<file path="src/rtl/vlp_pkg.sv">
package vlp_pkg;
   localparam int FIELD_W = 12;
   localparam int IMM_W   = 5;
   localparam int RIDX_W  = 5;
   localparam int CIDX_W  = 3;

   typedef enum logic [1:0] {
      VLP_HOLD = 2'd0,
      VLP_SET  = 2'd1,
      VLP_RESV = 2'd2
   } vlp_kind_e;

   typedef struct packed {
      vlp_kind_e         kind;
      logic              use_src;
      logic              do_wb;
      logic [RIDX_W-1:0] src;
      logic [RIDX_W-1:0] dst;
      logic [IMM_W-1:0]  imm;
   } vlp_dec_t;
endpackage

</file>
<file path="src/rtl/vlp_field_decode.sv">
module vlp_field_decode
   import vlp_pkg::*;
#(
   parameter int CREG_BASE = 8
) (
   input  logic [FIELD_W-1:0] fld,
   output vlp_dec_t           dec
);
   localparam int CREG_TOP = CREG_BASE + (1 << CIDX_W) - 1;

   if (CREG_TOP >= (1 << RIDX_W)) begin : g_bad_base
      $error("CREG_BASE puts compressed registers outside the register file");
   end

   logic [CIDX_W-1:0] c_dst, c_src;
   logic [RIDX_W-1:0] f_idx;
   logic              layout_full, full_is_src;

   assign layout_full = fld[11];
   assign full_is_src = fld[5];
   assign c_dst       = fld[5:3];
   assign c_src       = fld[2:0];
   assign f_idx       = fld[4:0];

   function automatic logic [RIDX_W-1:0] expand_c(input logic [CIDX_W-1:0] n);
      return RIDX_W'(CREG_BASE) + RIDX_W'(n);
   endfunction

   always_comb begin
      dec         = '0;
      dec.imm     = fld[10:6];
      dec.kind    = VLP_SET;
      if (fld == '0) begin
         dec.kind = VLP_HOLD;
      end else if (!layout_full) begin
         dec.use_src = (c_src != '0);
         dec.src     = (c_src != '0) ? expand_c(c_src) : '0;
         dec.do_wb   = (c_dst != '0);
         dec.dst     = (c_dst != '0) ? expand_c(c_dst) : '0;
      end else if (full_is_src) begin
         if (f_idx == '0) begin
            dec.kind = VLP_RESV;
         end else begin
            dec.use_src = 1'b1;
            dec.src     = f_idx;
         end
      end else begin
         dec.do_wb = (f_idx != '0);
         dec.dst   = f_idx;
      end
   end
endmodule

</file>
<file path="src/rtl/vlp_len_calc.sv">
module vlp_len_calc
   import vlp_pkg::*;
#(
   parameter int XLEN  = 64,
   parameter int LEN_W = 6
) (
   input  logic [IMM_W-1:0] imm,
   input  logic             use_src,
   input  logic [XLEN-1:0]  src_val,
   output logic [LEN_W-1:0] mvl_new,
   output logic [LEN_W-1:0] vl_new
);
   if (LEN_W < IMM_W) begin : g_bad_len
      $error("LEN_W must hold the immediate");
   end
   if (XLEN < LEN_W) begin : g_bad_xlen
      $error("XLEN must be at least LEN_W");
   end

   logic src_below;

   assign mvl_new = LEN_W'(imm);

   if (XLEN > LEN_W) begin : g_wide
      logic hi_set;
      assign hi_set    = |src_val[XLEN-1:LEN_W];
      assign src_below = !hi_set && (src_val[LEN_W-1:0] < mvl_new);
   end else begin : g_narrow
      assign src_below = (src_val[LEN_W-1:0] < mvl_new);
   end

   assign vl_new = (use_src && src_below) ? src_val[LEN_W-1:0] : mvl_new;
endmodule

</file>
<file path="src/rtl/vlp_state.sv">
module vlp_state
   import vlp_pkg::*;
#(
   parameter int XLEN      = 64,
   parameter int LEN_W     = 6,
   parameter int RESET_LEN = 1
) (
   input  logic              clk,
   input  logic              rst_n,
   input  logic              valid,
   input  vlp_dec_t          dec,
   input  logic [LEN_W-1:0]  mvl_new,
   input  logic [LEN_W-1:0]  vl_new,
   output logic [LEN_W-1:0]  mvl_q,
   output logic [LEN_W-1:0]  vl_q,
   output logic              wb_en,
   output logic [RIDX_W-1:0] wb_addr,
   output logic [XLEN-1:0]   wb_data,
   output logic              illegal
);
   if (RESET_LEN >= (1 << LEN_W)) begin : g_bad_rst
      $error("RESET_LEN does not fit in LEN_W");
   end

   logic take;
   assign take = valid && (dec.kind == VLP_SET);

   always_ff @(posedge clk or negedge rst_n) begin
      if (!rst_n) begin
         mvl_q   <= LEN_W'(RESET_LEN);
         vl_q    <= LEN_W'(RESET_LEN);
         wb_en   <= 1'b0;
         wb_addr <= '0;
         wb_data <= '0;
         illegal <= 1'b0;
      end else begin
         wb_en   <= take && dec.do_wb;
         illegal <= valid && (dec.kind == VLP_RESV);
         if (take) begin
            mvl_q <= mvl_new;
            vl_q  <= vl_new;
         end
         if (take && dec.do_wb) begin
            wb_addr <= dec.dst;
            wb_data <= XLEN'(vl_new);
         end
      end
   end

   p_vl_within_mvl_r10: assert property (@(posedge clk) disable iff (!rst_n)
      vl_q <= mvl_q);

   p_resv_frozen_r9: assert property (@(posedge clk) disable iff (!rst_n)
      (valid && dec.kind == VLP_RESV) |=>
         ($stable(mvl_q) && $stable(vl_q) && !wb_en && illegal));

   p_zero_hold_r2: assert property (@(posedge clk) disable iff (!rst_n)
      (valid && dec.kind == VLP_HOLD) |=>
         ($stable(mvl_q) && $stable(vl_q) && !wb_en && !illegal));

   p_idle_ignored_r3: assert property (@(posedge clk) disable iff (!rst_n)
      !valid |=> ($stable(mvl_q) && $stable(vl_q) && !wb_en && !illegal));

   p_wb_matches_vl_r11: assert property (@(posedge clk) disable iff (!rst_n)
      wb_en |-> (wb_data == XLEN'(vl_q)));
endmodule

</file>
<file path="src/rtl/vlen_prefix_unit.sv">
module vlen_prefix_unit
   import vlp_pkg::*;
#(
   parameter int XLEN      = 64,
   parameter int LEN_W     = 6,
   parameter int RESET_LEN = 1,
   parameter int CREG_BASE = 8
) (
   input  logic             clk,
   input  logic             rst_n,
   input  logic             fld_valid,
   input  logic [11:0]      fld,
   input  logic [XLEN-1:0]  rd_rdata,
   output logic [4:0]       rd_raddr,
   output logic [LEN_W-1:0] mvl_q,
   output logic [LEN_W-1:0] vl_q,
   output logic             wb_en,
   output logic [4:0]       wb_addr,
   output logic [XLEN-1:0]  wb_data,
   output logic             illegal
);
   vlp_dec_t         dec;
   logic [LEN_W-1:0] mvl_new, vl_new;

   vlp_field_decode #(.CREG_BASE(CREG_BASE)) u_dec (
      .fld (fld),
      .dec (dec)
   );

   assign rd_raddr = (fld_valid && dec.use_src) ? dec.src : '0;

   vlp_len_calc #(.XLEN(XLEN), .LEN_W(LEN_W)) u_calc (
      .imm     (dec.imm),
      .use_src (dec.use_src),
      .src_val (rd_rdata),
      .mvl_new (mvl_new),
      .vl_new  (vl_new)
   );

   vlp_state #(.XLEN(XLEN), .LEN_W(LEN_W), .RESET_LEN(RESET_LEN)) u_state (
      .clk     (clk),
      .rst_n   (rst_n),
      .valid   (fld_valid),
      .dec     (dec),
      .mvl_new (mvl_new),
      .vl_new  (vl_new),
      .mvl_q   (mvl_q),
      .vl_q    (vl_q),
      .wb_en   (wb_en),
      .wb_addr (wb_addr),
      .wb_data (wb_data),
      .illegal (illegal)
   );

   p_craddr_r4: assert property (@(posedge clk) disable iff (!rst_n)
      (fld_valid && !fld[11] && fld[2:0] != 3'd0) |->
         (rd_raddr == 5'(CREG_BASE) + 5'(fld[2:0])));

   p_fraddr_r8: assert property (@(posedge clk) disable iff (!rst_n)
      (fld_valid && fld[11] && fld[5] && fld[4:0] != 5'd0) |->
         (rd_raddr == fld[4:0]));

   p_cap_from_imm_r7: assert property (@(posedge clk) disable iff (!rst_n)
      (fld_valid && fld != 12'd0 && !(fld[11] && fld[5] && fld[4:0] == 5'd0)) |=>
         (mvl_q == LEN_W'($past(fld[10:6]))));
endmodule

</file>
<file path="config.mk">
export PLATFORM = sky130hd
export DESIGN_NAME = vlen_prefix_unit
export DESIGN_NICKNAME = d
export VERILOG_FILES = /design/src/rtl/vlp_pkg.sv /design/src/rtl/vlp_field_decode.sv /design/src/rtl/vlp_len_calc.sv /design/src/rtl/vlp_state.sv /design/src/rtl/vlen_prefix_unit.sv
export SDC_FILE = /design/constraint.sdc
export NUM_CORES = 1
export LEC_CHECK = 0
export ABC_AREA = 1
export BUFFER_PORTS_ARGS = -buffer_cell sky130_fd_sc_hd__buf_4
export CELL_PAD_IN_SITES_DETAIL_PLACEMENT = 1
export CELL_PAD_IN_SITES_GLOBAL_PLACEMENT = 2
export CORE_MARGIN = 2
export CORE_UTILIZATION = 18
export CTS_BUF_LIST = sky130_fd_sc_hd__clkbuf_16
export DETAILED_ROUTE_END_ITERATION = 8
export GPL_ROUTABILITY_DRIVEN = 0
export PLACE_DENSITY = 0.76
export SYNTH_ARGS = -nofsm -noshare
export SYNTH_HDL_FRONTEND = slang
export SYNTH_SLANG_ARGS = --single-unit
</file>
<file path="constraint.sdc">
create_clock -name clk -period 1 [get_ports clk]
set_input_delay 0.2 -clock clk [delete_from_list [all_inputs] [get_ports clk]]
set_output_delay 0.2 -clock clk [all_outputs]
set_load 0.02 [all_outputs]
</file>
==> impl_metrics.csv <==
group,metric,value,unit
outcome,run_status,"complete, but fails checks",
outcome,violations,"setup timing",
job,maxCapViolations,0,
drt,wire_per_inst,11.7,um
timing,maxSlewViolCount,0,
die,initial_core_util,18.3,%
die,io_pins,167,
timing,rsz0062_at_grt,"true",
drt,ant_nets,0,
timing,setup_viol,35,
final_layout,diodes,0,
worst_setup_path,cp.required,1140,ps
final_layout,fillCellCount,1399,
timing,tns,-4760,ps
final_layout,fin_util,34.2,%
final_layout,drive_gt1_share,53.4,%
drt,drt_wl_total,7.20,mm
synthesis,syn_inst,304,
clock_tree,clkSinkCount,24,
die,die_area,0.0124,mm^2
clock_tree,clk_pin_slew,60,ps
global_route,grt_pass1_vias,2348,
synthesis,ys_ff_latch,24,
drt,viasPerCell,3.67,
power_and_ir_drop,p_comb_share,45.1,%
synthesis,synth-simple-area-share,33.5,%
clock_tree,numCtsBuffers,3,
power_and_ir_drop,switchingPower,1.23,mW
placement,place_area,0.00311,mm^2
worst_setup_path,cp.arrival,1420,ps
timing,clock.fmax,783,MHz
synthesis,synthFlopType,"dfrtp_1",
global_route,grt_max_degree,25,
synthesis,synth_xor_xnor_area_share,0,%
drt,drtIter0Drc,34,
drt,drc,0,
synthesis,yosysWarnings,0,
synthesis,synth_top_area_share,26.5,%
synthesis,synth_fa_ha_area_share,2.41,%
power_and_ir_drop,p_leak,2.12,nW
drt,first_pass_iters,4,
die,fp.dieW,112,um
clock_tree,cts_max_level,1,
global_route,antenna_found_initial,0,
power_and_ir_drop,ir_drop,0.807,mV
final_layout,design_area,0.00389,mm^2
clock_tree,cts_tree,"done",
die,die_h,112,um
synthesis,syn_area_per_cell,6.84,um^2
final_layout,layout_common_cells,"buf_4, nand2_1, conb_1, buf_6, nor2_1",
worst_hold_path,hold_class,"in2reg",
clock_tree,clock_latency,250,ps
synthesis,async_flop_share,100,%
clock_tree,clockBufferDepth,2,
power_and_ir_drop,sequentialPowerShare,31.6,%
worst_setup_path,critPathCaptureType,"flop",
die,num_rows,39,
synthesis,yosysTopAreaCell,"dfrtp_1",
synthesis,synth_edf_count,0,
synthesis,synth_top_family_by_area,"simple AND/OR/NAND/NOR gates",
synthesis,synth_area_leaders,"dfrtp_1, buf_4, nand2_1",
timing,hold_viol_final,0,
final_layout,nets,559,
die,core,0.0114,mm^2
power_and_ir_drop,p_int,2.40,mW
synthesis,netlist_area,0.00208,mm^2
timing,finClkSkew,0,ps
worst_setup_path,critPathKind,"in2reg",
final_layout,areaGrowthSynthToFinish,86.8,%
final_layout,final_common_cell,"buf_4",
drt,vias,2263,
global_route,grt_pass1_wl,11.1,mm
timing,timing.final.crit_share,128,%
timing,fin_ws,-278,ps
synthesis,synthMuxAreaShare,0,%
power_and_ir_drop,switching_share,33.8,%
placement,detailed_place_hpwl,5.48,mm
placement,pre_cts_slack,-653,ps
worst_setup_path,worst-path-max-fanout,6,
power_and_ir_drop,clkPwrFrac,23.3,%
synthesis,synth_cell_type_count,26,
timing,min_period,1280,ps
power_and_ir_drop,power_density,934,mW/mm^2
clock_tree,cts-root-buf,"clkbuf_16",
placement,io_buffers,107,
global_route,grt_usage,10.8,%
synthesis,ys_seq_area_share,29.0,%
global_route,overflow,0,
synthesis,synth_compound_area_share,4.57,%
worst_setup_path,startpoint_type,"primary input",
## flip-flops by register name, indices dropped and copies added, names as in the netlist
name	flops
u_state.wb_en	1
u_state.wb_addr	5
u_state.illegal	1
u_state.mvl_q	5
u_state.wb_data	6
u_state.vl_q	6
## Yosys cell counts (2+ instances only)
cell type and instances:
nand2_1 94, buf_4 59, inv_1 39, nor2_1 39
dfrtp_1 22, nand3_1 9, o21ai_2 6, ha_1 4
nor2_2 4, and2_1 3, nor2_4 3, o21ai_0 3
a22oi_1 2, dfstp_2 2, inv_4 2, nand2_4 2
nor3_1 2
## critical path, cell delays in order
cell	delay, ps
buf_12	110
inv_12	40
ha_4	180
nand2_2	60
inv_2	40
o21ai_2	150
nand3_2	100
nor2_4	180
nand2_4	100
nand2_2	80
nand2_2	60
nand2_2	70
nand2_2	50
## logic make-up after synthesis
family                     after synthesis
other                                    1
buffers and inverters                  103
and+or+nand+nor                        160
DFF                                     24
AOI/OAI and AO/OA                       12
adders and majority gates                4
## final cells by class
type	count	area [um^2]	share of cell area (%)
Timing Repair Buffer	168	1500	38.5
Multi-Input combinational cell	235	1320	33.9
Sequential cell	24	603	15.5
Inverter	42	200	5.15
Tap cell	143	179	4.60
Clock buffer	3	75.1	1.93
Timing Repair inverter	2	15.0	0.386
## metrics by stage
step	hold slack, ps	std cells	total power [mW]
floorplan	-95.6	362	1.94
global placement	115	581	2.37
detailed placement	122	581	2.39
CTS	284	604	3.49
global route	287	617	3.83
finish	282	617	3.63
## power groups by stage
stage                     sequential, mW  combinational (mW)  clock (mW)
after global routing                1.16                1.76       0.905
after CTS                           1.14                1.47       0.872
after detailed placement            1.15                1.24           0
after global placement              1.15                1.22           0
final                               1.15                1.64       0.846
after floorplan                     1.25               0.686           0
## worst paths after layout
kind,start,end,slack [ps],cells past startpoint
max in group asynchronous,rst_n,u_state.mvl_q[0],320,2
hold reg to reg,u_state.vl_q[5],u_state.vl_q[5],500,2
setup reg to reg,u_state.wb_data[1],u_state.wb_data[1],100,4
setup / recovery,fld[9],u_state.wb_data[1],-280,13
min in group asynchronous,rst_n,u_state.vl_q[5],390,2
hold / removal,fld[8],u_state.mvl_q[2],280,4
## metal layers
layer	vias up	GRT usage, %	share of wire [%]
met3	6	1.63	6.3
met5	-	0	0
met1	1033	12.5	38
met2	93	20.9	54
li1	1131	-	-
met4	0	2.55	1.0
## repair_timing
action	in CTS	in global routing
endpoints found under the hold margin	22	0
cloned	1	1
endpoints found under the setup margin	42	52
hold buffers	1	0
setup buffers	19	14
pin swaps	29	23
gates resized for setup	80	48
No activity file was read; power rests on OpenSTA's default activity.
